===== src/rtl/irq_ctx_pkg.sv =====
package irq_ctx_pkg;

  localparam int unsigned INSTR_W = 12;

  localparam logic [INSTR_W-1:0] OP_RET_PLAIN = 12'h00E;
  localparam logic [INSTR_W-1:0] OP_RET_ADDW  = 12'h00F;

  typedef enum logic [1:0] {
    ST_RUN = 2'd0,
    ST_ISR = 2'd1,
    ST_RET = 2'd2
  } ctx_state_e;

  typedef struct packed {
    logic any_ret;
    logic add_w;
  } ret_dec_t;

endpackage


===== src/rtl/irq_ctx_decode.sv =====
module irq_ctx_decode
  import irq_ctx_pkg::*;
(
  input  logic               valid_i,
  input  logic [INSTR_W-1:0] instr_i,
  output ret_dec_t           dec_o
);

  logic hit_plain;
  logic hit_addw;

  always_comb begin
    hit_plain     = valid_i && (instr_i == OP_RET_PLAIN);
    hit_addw      = valid_i && (instr_i == OP_RET_ADDW);
    dec_o.any_ret = hit_plain || hit_addw;
    dec_o.add_w   = hit_addw;
  end

endmodule


===== src/rtl/irq_ctx_ctrl.sv =====
module irq_ctx_ctrl
  import irq_ctx_pkg::*;
#(
  parameter int unsigned RET_CYC       = 2,
  parameter int unsigned RET_CYC_TURBO = 3
) (
  input  logic     clk,
  input  logic     rst_n,
  input  logic     irq_req_i,
  input  logic     turbo_i,
  input  ret_dec_t dec_i,
  output logic     take_o,
  output logic     ret_start_o,
  output logic     restore_o,
  output logic     rtcc_wr_o,
  output logic     in_isr_o
);

  localparam int unsigned CNT_W = $clog2(RET_CYC_TURBO + 1);
  localparam logic [CNT_W-1:0] LIM_NORM  = CNT_W'(RET_CYC - 1);
  localparam logic [CNT_W-1:0] LIM_TURBO = CNT_W'(RET_CYC_TURBO - 1);

  ctx_state_e       state_q, state_d;
  logic             pend_q, pend_d;
  logic [CNT_W-1:0] cnt_q, cnt_d;
  logic [CNT_W-1:0] lim_q, lim_d;
  logic             addw_q, addw_d;
  logic             ret_en;

  always_comb begin
    take_o      = pend_q && (state_q == ST_RUN);
    ret_start_o = (state_q == ST_ISR) && dec_i.any_ret;
    restore_o   = (state_q == ST_RET) && (cnt_q == lim_q);
    rtcc_wr_o   = restore_o && addw_q;
    in_isr_o    = (state_q != ST_RUN);

    pend_d  = (pend_q && !take_o) || irq_req_i;
    state_d = state_q;
    cnt_d   = cnt_q;
    lim_d   = lim_q;
    addw_d  = addw_q;
    ret_en  = 1'b0;

    unique case (state_q)
      ST_RUN: if (take_o) state_d = ST_ISR;
      ST_ISR: if (ret_start_o) begin
        state_d = ST_RET;
        ret_en  = 1'b1;
        cnt_d   = CNT_W'(1);
        lim_d   = turbo_i ? LIM_TURBO : LIM_NORM;
        addw_d  = dec_i.add_w;
      end
      ST_RET: begin
        if (restore_o) state_d = ST_RUN;
        else begin
          ret_en = 1'b1;
          cnt_d  = cnt_q + CNT_W'(1);
        end
      end
      default: state_d = ST_RUN;
    endcase
  end

  always_ff @(posedge clk or negedge rst_n) begin
    if (!rst_n) begin
      state_q <= ST_RUN;
      pend_q  <= 1'b0;
    end else begin
      state_q <= state_d;
      pend_q  <= pend_d;
    end
  end

  always_ff @(posedge clk or negedge rst_n) begin
    if (!rst_n) begin
      cnt_q  <= '0;
      lim_q  <= '0;
      addw_q <= 1'b0;
    end else if (ret_en) begin
      cnt_q  <= cnt_d;
      lim_q  <= lim_d;
      addw_q <= addw_d;
    end
  end

  AST_TAKE_ENTERS: assert property (@(posedge clk) disable iff (!rst_n)
    take_o |=> in_isr_o);
  AST_PEND_HELD: assert property (@(posedge clk) disable iff (!rst_n)
    (pend_q && in_isr_o) |=> pend_q);
  AST_RESTORE_AFTER_ISR: assert property (@(posedge clk) disable iff (!rst_n)
    restore_o |-> $past(in_isr_o));
  AST_NO_RET_OUTSIDE: assert property (@(posedge clk) disable iff (!rst_n)
    !in_isr_o |=> !restore_o);
  AST_RESTORE_EXITS: assert property (@(posedge clk) disable iff (!rst_n)
    restore_o |=> !in_isr_o);

endmodule


===== src/rtl/irq_ctx_shadow.sv =====
module irq_ctx_shadow #(
  parameter int unsigned PC_W   = 11,
  parameter int unsigned DATA_W = 8,
  parameter int unsigned TO_BIT = 4,
  parameter int unsigned PD_BIT = 3
) (
  input  logic              clk,
  input  logic              rst_n,
  input  logic              cap_ctx_i,
  input  logic              cap_w_i,
  input  logic              in_isr_i,
  input  logic [PC_W-1:0]   pc_i,
  input  logic [DATA_W-1:0] w_i,
  input  logic [DATA_W-1:0] status_i,
  input  logic [DATA_W-1:0] fsr_i,
  input  logic [DATA_W-1:0] rtcc_i,
  output logic [PC_W-1:0]   rst_pc_o,
  output logic [DATA_W-1:0] rst_w_o,
  output logic [DATA_W-1:0] rst_status_o,
  output logic [DATA_W-1:0] rst_fsr_o,
  output logic [DATA_W-1:0] rtcc_wdata_o
);

  logic [PC_W-1:0]   sh_pc_q;
  logic [DATA_W-1:0] sh_w_q;
  logic [DATA_W-1:0] sh_fsr_q;
  logic [DATA_W-1:0] addw_q;

  always_ff @(posedge clk or negedge rst_n) begin
    if (!rst_n) begin
      sh_pc_q  <= '0;
      sh_w_q   <= '0;
      sh_fsr_q <= '0;
    end else if (cap_ctx_i) begin
      sh_pc_q  <= pc_i;
      sh_w_q   <= w_i;
      sh_fsr_q <= fsr_i;
    end
  end

  always_ff @(posedge clk or negedge rst_n) begin
    if (!rst_n) addw_q <= '0;
    else if (cap_w_i) addw_q <= w_i;
  end

  for (genvar b = 0; b < DATA_W; b++) begin : g_stat
    if (b == TO_BIT || b == PD_BIT) begin : g_live
      assign rst_status_o[b] = status_i[b];
    end else begin : g_kept
      logic bit_q;
      always_ff @(posedge clk or negedge rst_n) begin
        if (!rst_n) bit_q <= 1'b0;
        else if (cap_ctx_i) bit_q <= status_i[b];
      end
      assign rst_status_o[b] = bit_q;
    end
  end

  always_comb begin
    rst_pc_o     = sh_pc_q;
    rst_w_o      = sh_w_q;
    rst_fsr_o    = sh_fsr_q;
    rtcc_wdata_o = rtcc_i + addw_q;
  end

  AST_SHADOW_HOLD: assert property (@(posedge clk) disable iff (!rst_n)
    (in_isr_i && !cap_ctx_i) |=> ($stable(sh_pc_q) && $stable(sh_w_q) && $stable(sh_fsr_q)));

endmodule


===== src/rtl/irq_ctx_unit.sv =====
module irq_ctx_unit
  import irq_ctx_pkg::*;
#(
  parameter int unsigned PC_W          = 11,
  parameter int unsigned DATA_W        = 8,
  parameter int unsigned VEC_ADDR      = 0,
  parameter int unsigned RET_CYC       = 2,
  parameter int unsigned RET_CYC_TURBO = 3,
  parameter int unsigned TO_BIT        = 4,
  parameter int unsigned PD_BIT        = 3
) (
  input  logic              clk,
  input  logic              rst_n,
  input  logic              irq_req_i,
  input  logic              turbo_i,
  input  logic              instr_valid_i,
  input  logic [11:0]       instr_i,
  input  logic [PC_W-1:0]   pc_i,
  input  logic [DATA_W-1:0] w_i,
  input  logic [DATA_W-1:0] status_i,
  input  logic [DATA_W-1:0] fsr_i,
  input  logic [DATA_W-1:0] rtcc_i,
  output logic              take_o,
  output logic [PC_W-1:0]   vec_pc_o,
  output logic              in_isr_o,
  output logic              restore_o,
  output logic [PC_W-1:0]   rst_pc_o,
  output logic [DATA_W-1:0] rst_w_o,
  output logic [DATA_W-1:0] rst_status_o,
  output logic [DATA_W-1:0] rst_fsr_o,
  output logic              rtcc_wr_o,
  output logic [DATA_W-1:0] rtcc_wdata_o
);

  ret_dec_t dec;
  logic     ret_start;

  assign vec_pc_o = PC_W'(VEC_ADDR);

  irq_ctx_decode u_decode (
    .valid_i (instr_valid_i),
    .instr_i (instr_i),
    .dec_o   (dec)
  );

  irq_ctx_ctrl #(
    .RET_CYC       (RET_CYC),
    .RET_CYC_TURBO (RET_CYC_TURBO)
  ) u_ctrl (
    .clk         (clk),
    .rst_n       (rst_n),
    .irq_req_i   (irq_req_i),
    .turbo_i     (turbo_i),
    .dec_i       (dec),
    .take_o      (take_o),
    .ret_start_o (ret_start),
    .restore_o   (restore_o),
    .rtcc_wr_o   (rtcc_wr_o),
    .in_isr_o    (in_isr_o)
  );

  irq_ctx_shadow #(
    .PC_W   (PC_W),
    .DATA_W (DATA_W),
    .TO_BIT (TO_BIT),
    .PD_BIT (PD_BIT)
  ) u_shadow (
    .clk          (clk),
    .rst_n        (rst_n),
    .cap_ctx_i    (take_o),
    .cap_w_i      (ret_start),
    .in_isr_i     (in_isr_o),
    .pc_i         (pc_i),
    .w_i          (w_i),
    .status_i     (status_i),
    .fsr_i        (fsr_i),
    .rtcc_i       (rtcc_i),
    .rst_pc_o     (rst_pc_o),
    .rst_w_o      (rst_w_o),
    .rst_status_o (rst_status_o),
    .rst_fsr_o    (rst_fsr_o),
    .rtcc_wdata_o (rtcc_wdata_o)
  );

endmodule


===== config.mk =====
export PLATFORM = sky130hd
export DESIGN_NAME = irq_ctx_unit
export DESIGN_NICKNAME = d
export VERILOG_FILES = /design/src/rtl/irq_ctx_pkg.sv /design/src/rtl/irq_ctx_decode.sv /design/src/rtl/irq_ctx_ctrl.sv /design/src/rtl/irq_ctx_shadow.sv /design/src/rtl/irq_ctx_unit.sv
export SDC_FILE = /design/constraint.sdc
export NUM_CORES = 1
export LEC_CHECK = 0
export ABC_AREA = 1
export BUFFER_PORTS_ARGS = -buffer_cell sky130_fd_sc_hd__clkbuf_2
export CORE_UTILIZATION = 43
export DETAILED_ROUTE_END_ITERATION = 8
export HOLD_SLACK_MARGIN = 0.02
export MAX_ROUTING_LAYER = met4
export PLACE_DENSITY_LB_ADDON = 0.25
export SLEW_MARGIN = 20
export SYNTH_ARGS = -nofsm -noshare
export SYNTH_HDL_FRONTEND = slang
export SYNTH_SLANG_ARGS = --single-unit

===== constraint.sdc =====
create_clock -name clk -period 1.31 [get_ports clk]
set_input_delay 0.131 -clock clk [delete_from_list [all_inputs] [get_ports clk]]
set_output_delay 0.131 -clock clk [all_outputs]
set_load 0.01 [all_outputs]

# == Yosys cells after proc, flatten, opt, wreduce, memory -nomap -nowiden ==
# Index checks and enable logic that the tools add are counted.
# op_classes
eq_ne,9
n_reduce_logical,16
n_addsub,2
muxes,11
# op_table
operator,count
$eq 12x4->1 const B,2
$mux 2,6
$add 8x8->8,1
$ne 2x2->1 const B,4
$logic_and 1x1->1,7
$pmux 2 s3,1
$reduce_and 3->1,2
$pmux 2 s2,1
$reduce_and 4->1,1
$reduce_bool 2->1,2
$add 2x1->2 const B,1
$eq 2x1->1 const B,1
$eq 2x2->1,1
$eq 2x2->1 const B,1
$logic_not 2->1,1
$logic_or 1x1->1,2
$mux 1,2
$pmux 1 s2,1
$logic_not 1->1,1
# word_totals
output_inout_bits,58
in_bits,60
elab_cells,53
reg_bits,49

# == Logic depth before layout (Yosys ltp) ==
# Gate-level depths: netlist of the first run.
# logic_depth
depth_word,7
depth_mapped,9
mapped_depth_nobuf,9

# == Hierarchy ==
# A second synthesis of the first run with hierarchy kept.
# hier_totals
cells_unflattened,254
hier_area_um2,2740.1
# by_module_without_submodules
module,seq_area_each_um2,cells_each,n_inst,area_each_um2
irq_ctx_shadow,1026.0,156,1,2074.5
irq_ctx_ctrl,200.2,62,1,484.2
irq_ctx_decode,0.0,24,1,95.1
irq_ctx_unit,0.0,12,1,86.3

# == Least setup slack after synthesis of the first run ==
# Ideal clock, no wire load.
# synth_timing
kind,flip-flop to output port
from,reg u_shadow.addw_q[0]
to,out rtcc_wdata_o[6]
setup_slack_ps,-218
path_stages_with_launch,8
path_buffers,0
arrival_time_ps,1397
required_ps,1179
path_cell_list,dfrtp_1 > ha_1 > inv_1 > fa_1 > inv_1 > nand4_1 > nand3_1 > xor2_1
# synth_between
elab_chain_len,1
# synth_rtl
item,line,text
"start, declared",irq_ctx_shadow.sv:27,logic [DATA_W-1:0] addw_q;
"start signal, assigned",irq_ctx_shadow.sv:43,else if (cap_w_i) addw_q <= w_i;
$add 8x8->8,irq_ctx_shadow.sv:63,rtcc_wdata_o = rtcc_i + addw_q;
"end, declared",irq_ctx_unit.sv:32,output logic [DATA_W-1:0] rtcc_wdata_o
# No other way between the ends.

# == Final worst setup path of the first run ==
# layout_timing
from,reg u_shadow.addw_q[0]
to,out rtcc_wdata_o[4]
# Same word-level chain as after synthesis.

==> results of run 1 <==
-- worst max-delay path: cells and delay by family, from the launching register on --
kind / cells / cell delay (ns)
adders and majority gates: 2 / 0.55
buffers and inverters: 4 / 0.37
xor gates and xnor gates: 1 / 0.16
AOI/OAI and AO/OA: 1 / 0.07
DFF: 1 / 0.36
-- power by group --
part / total, mW / internal, mW / leakage [nW] / switching (mW)
logic: 4.18 / 2.00 / 1.62 / 2.18
registers: 2.48 / 2.10 / 0.614 / 0.379
clock network: 0.893 / 0.378 / 0.0374 / 0.516
total: 7.55 / 4.48 / 2.27 / 3.07
-- how the worst min path moves through the flow --
stage / startpoint / end / slack, ns
2_1_floorplan: rst_n / u_ctrl.addw_q / -0.16
4_1_cts: pc_i[0] / u_shadow.rst_pc_o[0] / 0.02
3_3_place_gp: rst_n / u_shadow.g_stat[1].g_kept.bit_q / 0.14
5_1_grt: status_i[5] / u_shadow.g_stat[5].g_kept.bit_q / 0.02
3_5_place_dp: rst_n / u_shadow.rst_fsr_o[5] / 0.14
6_report: status_i[5] / u_shadow.g_stat[5].g_kept.bit_q / 0.03
-- Yosys cell counts, types with 3 or more instances --
library cell	instances
inv_1	37
dfrtp_1	49
nand2_1	127
clkbuf_1	4
buf_4	19
ha_1	10
o21ai_2	8
nand2_2	3
o21ai_0	11
xnor2_1	4
a21oi_1	4
nor2_1	12
nand4_1	3
nand3_1	8
xor2_1	4
-- cell usage in the layout (no fill, tap or decap), drive strengths merged --
master,synthesis,layout
a21o,1,1
a21oi,4,4
a31oi,2,2
buf,22,50
clkbuf,4,100
clkinv,1,1
clkinvlp,0,2
conb,1,11
dfrtp,49,49
dlygate4sd3,0,14
fa,1,1
ha,10,10
inv,37,37
nand2,130,130
nand3,10,10
nand3b,1,1
nand4,4,4
nor2,16,16
o21ai,21,21
o21bai,2,2
xnor2,4,4
xor2,4,4
-- layer usage --
| metal | track usage (%) | vias to the layer above | wire length (microns) |
|---|---|---|---|
| met5 | - | - | 0 |
| met4 | 5.714 | 0 | 90 |
| met1 | 27.49 | 1189 | 3126 |
| met3 | 3.636 | 8 | 295 |
| met2 | 36.58 | 87 | 3717 |
| li1 | - | 1262 | - |
-- what timing repair did --
action	CTS	global route
gates cloned	1	3
resized for setup	38	74
hold buffers	13	1
pin swaps	22	21
endpoints found under the setup margin	24	55
endpoints found under the hold margin	61	1
setup buffers	13	10
-- area by class of cell --
cell class	count	area (sq um)	area share, %
multi-input combinational	221	1455	34.92
clock inverter	2	15.01	0.3604
inverter	38	150.1	3.604
clock buffer	6	72.57	1.742
sequential	49	1227	29.46
tap	75	93.84	2.252
timing repair buffer	158	1152	27.66
-- state kept, by name, summed over array words and instances, names as in the netlist --
register                      flops
u_ctrl.cnt_q                      2
u_shadow.g_stat.g_kept.bit_q      6
u_ctrl.addw_q                     1
u_ctrl.pend_q                     1
u_ctrl.lim_q                      2
u_shadow.rst_w_o                  8
u_shadow.rst_pc_o                11
u_ctrl.state_q                    2
u_shadow.addw_q                   8
u_shadow.rst_fsr_o                8
-- kinds of logic after synthesis --
group | Yosys count | share of synthesized area, %
AO/OA/AOI/OAI | 30 | 7.207
XOR/XNOR | 8 | 2.655
AND/OR/NAND/NOR | 161 | 25.84
buffers and inverters | 64 | 12.19
flip-flops | 49 | 46.47
other | 1 | 0.1421
adder cells (fa/ha/maj) | 11 | 5.500
-- per-stage QoR --
stage	cell area, sq um	std cells
after floorplan	2734	334
after global placement	3324	502
after detailed placement	3324	502
after CTS	3817	537
after global routing	4167	549
final	4167	549
==> out/results.ini, run 1 <==
[yosys]
synth_top_cell_by_area=dfrtp_1
seq_area_frac_synth_pct=46.47
synth_ff_type=dfrtp_1
synth_area_sq_um=2639
syn_inst=324
synth-edff-count=0
yosysWarnings=0
synthDistinctLibCells=30
synthArstFlopShare_pct=100.0
netlist.area_leader.share_pct=46.47
yosys-top-cells-area=dfrtp_1 (46%), nand2_1 (18%), buf_4 (5.4%)
syn_area_per_cell_sq_um=8.144
synth_seq_cells=49

[worst_setup_path]
cp-startpoint=u_shadow.addw_q[0]
slowest_stage=dfrtp_1
end_kind=output pin
worst_ep_arrival_time_ns=1.79
worstSetupPathType=reg -> out
crit_chain=ha_2, inv_2, fa_2, inv_2, buf_4, a31oi_4, xor2_1, buf_2
cp_max_fo=2
crit_top_cell=inv_2
crit_required_ns=1.18
crit_path_end=rtcc_wdata_o[4]
cp_slowest_stage_delay_ns=0.36
rr_endpoint=u_ctrl.cnt_q[1]
reg2reg_setup_slack_ns=-0.09
cp-start-kind=flop
regToRegStartpoint=u_ctrl.state_q[1]
r2r_cells=8

[timing]
skew_ns=0.01476
fmax_mhz=520.7
hold_viol=0
grt_setup_unrepaired=yes
final.min_clock_period_ns=1.920
holdWs_ns=0.03007
slew_violations=0
period_share_pct=146.6
fin_setup_tns_ns=-4.147
timing.final.ws_setup_ns=-0.6104
finalSetupViolations=20

[global_route]
grt_max_degree=50
antenna_found_initial=0
grt_pass1_wl_mm=10.64
grt_pass1_vias=2405
gr-total-overflow=0
grtUsageTotal_pct=21.83

[die]
rows=28
die_w_microns=80.34
core_area_sq_um=5921
die_y_microns=80.34
die_area_sq_um=6454
io_pins=118
initial_core_util_pct=44.57

[layout]
layout.nets=544
nFillCells=465
n_antenna_cell=0
finish.utilization_pct=70.37
final_layout_size_suffix_gt1_share_pct=47.68
syn_to_final_growth_pct=57.89

[cts]
clkSinkCount=49
numCtsBuffers=5
cts-root-buf=clkbuf_8
cts_tree=yes
cts_buffer_depth=2
worstSkewPairLatency_ns=0.30
clkTransAtPathRegs_ns=0.09
h-tree-depth=2

[route]
ant_nets=0
vias=2546
avgRoutedWirePerCell_microns=13.17
finalWirelength_mm=7.230
drc=0
first_pass_iters=4
drt_iter0_drc=67
vias_per_cell=4.638

[power]
peakVddDrop_uv=1295
cellLeakagePower_nw=2.269
p_total_mw=7.548
power_density_nw_per_um2=1812

[status]
status=finished, violations left
violations=negative setup slack

[run]
max-cap-violations=0

[min_path]
whs_path_depth=3
hp-class=in -> reg

[place]
place_worst_setup_slack_ns=-0.2813
gp_congestion=0.8551
io_buffers=102
dpl.hpwl_mm=4.254

No activity file was read; power rests on OpenSTA's default activity.
==> run 2, diff against run 1 <==
--- a/config.mk
+++ b/config.mk
@@ -16,3 +16,4 @@
 export SYNTH_ARGS = -nofsm -noshare
 export SYNTH_HDL_FRONTEND = slang
 export SYNTH_SLANG_ARGS = --single-unit
+export TNS_END_PERCENT = 10
==> out/results.ini, run 2 (synthesis results as in run 1) <==
[timing]
final.min_clock_period_ns=1.858
period_share_pct=141.8
hold_viol=0
fmax_mhz=538.2
timing.final.ws_setup_ns=-0.5481
slew_violations=0
grt_setup_unrepaired=yes
holdWs_ns=0.02720
skew_ns=0.009711
fin_setup_tns_ns=-3.748
finalSetupViolations=11

[die]
io_pins=118
die_area_sq_um=6454
die_w_microns=80.34
rows=28
initial_core_util_pct=44.57
die_y_microns=80.34
core_area_sq_um=5921

[global_route]
grt_max_degree=50
grtUsageTotal_pct=20.72
grt_pass1_wl_mm=10.14
use_met1_pct=24.04
grt_pass1_vias=2426
use_met2_pct=37.18
antenna_found_initial=0
busiest_layer=met2
use_met3_pct=3.182
gr-total-overflow=0

[place]
gp_congestion=0.8267
place_worst_setup_slack_ns=-0.2757
io_buffers=102
dpl.hpwl_mm=4.292
place_inst=503
placed_area_sq_um=3318

[layout]
fin_area_sq_um=3777
final_common_cell=nand2_1
finish.utilization_pct=63.80
largest_reg_flops=11
final_layout_size_suffix_gt1_share_pct=38.48
nFillCells=524
layout.nets=530
layout_common_cells=nand2_1 (124), clkbuf_2 (96), dfrtp_1 (49)
n_antenna_cell=0
fin_cells=535
syn_to_final_growth_pct=43.15

[power]
p_switching_mw=2.596
cellLeakagePower_nw=2.125
p_int_mw=3.752
clkPwrFrac_pct=14.0
power_frac_seq_pct=38.9
p_comb_share_pct=47.1
p_total_mw=6.348
peakVddDrop_uv=945.0
switching_share_pct=40.89
power_density_nw_per_um2=1681

[worst_setup_path]
crit_family=adder cells
cp.buffers_inverters=4
regToRegStartpoint=u_ctrl.state_q[1]
cp-start-kind=flop
worst_ep_arrival_time_ns=1.73
crit_chain=ha_2, inv_2, fa_2, buf_4, buf_6, xnor2_2, buf_2
worstSetupPathType=reg -> out
reg2reg_setup_slack_ns=0.01
end_kind=output pin
cp_max_fo=2
rr_endpoint=u_shadow.addw_q[1]
cp_slowest_stage_delay_ns=0.35
slowest_stage=dfrtp_1
crit_required_ns=1.18
r2r_cells=6

[route]
ant_nets=0
avgRoutedWirePerCell_microns=11.36
first_pass_iters=6
drc=0
drt_iter0_drc=73
vias_per_cell=4.538
finalWirelength_mm=6.080
vias=2428

[min_path]
hp-start=status_i[6]
whs_path_depth=3
hp-class=in -> reg
hold_end=u_shadow.g_stat[6].g_kept.bit_q

[cts]
cts_buffer_depth=2
worstSkewPairLatency_ns=0.30
cts-root-buf=clkbuf_8
cts_tree=yes
clkSinkCount=49
h-tree-depth=2
clkTransAtPathRegs_ns=0.09
numCtsBuffers=5

[run]
max-cap-violations=0

[status]
status=finished, violations left
violations=negative setup slack

## run 2: changes by cell type in the layout (fill, tap and decap cells not counted), sizes merged
| cell | change |
|---|---|
| buf | -23 |
| clkinvlp | -1 |
| clkbuf | +1 |
| dlygate4sd3 | +7 |
| inv | +2 |
## run 2: worst min-delay path: cells and delay by family
kind,cells,cell delay (ns)
AND/OR/NAND/NOR,2,0.09
buffers and inverters,1,0.08
## run 2: power groups by stage
stage / Clock, mW / Combinational, mW / Sequential, mW
after floorplan: 0 / 1.55 / 2.60
after global placement: 0 / 2.65 / 2.45
after detailed placement: 0 / 2.74 / 2.45
after CTS: 0.932 / 2.84 / 2.44
after global routing: 0.983 / 3.36 / 2.53
final: 0.891 / 2.99 / 2.47
## run 2: routing by layer
| metal | routed length (microns) | part of all wire [%] |
|---|---|---|
| met5 | 0 | 0 |
| met3 | 317 | 5.2 |
| met4 | 46 | 0.76 |
| met1 | 2649 | 44 |
| met2 | 3065 | 50 |
## run 2: how the worst max path moves through the flow
stage	slack, ns	to	cells past startpoint	start
2_1_floorplan	-0.13	rtcc_wdata_o[6]	7	u_shadow.addw_q[0]
3_3_place_gp	-0.23	rtcc_wdata_o[6]	8	u_shadow.addw_q[0]
3_5_place_dp	-0.28	rtcc_wdata_o[5]	7	u_shadow.addw_q[4]
4_1_cts	-0.59	rtcc_wdata_o[6]	8	u_shadow.addw_q[0]
5_1_grt	-0.65	rtcc_wdata_o[6]	8	u_shadow.addw_q[0]
6_report	-0.55	rtcc_wdata_o[2]	7	u_shadow.addw_q[0]
## run 2: layout make-up
| type | count | area [sq um] | share of cell area (%) |
|---|---|---|---|
| multi-input cells | 221 | 1289 | 34.12 |
| flip-flops and latches | 49 | 1226 | 32.46 |
| repair buffers | 144 | 935.9 | 24.78 |
| inverters | 38 | 142.6 | 3.776 |
| well taps | 75 | 93.84 | 2.484 |
| clock buffers | 5 | 68.82 | 1.822 |
| clock inverters | 3 | 21.27 | 0.5631 |
## run 2: what timing repair did
item                       in CTS  in global routing
gates resized for setup        13                 24
hold endpoints to repair       67                  2
pin swaps                       7                  3
hold buffers                   19                  2
setup endpoints to repair      46                 51
buffers inserted                1                  2
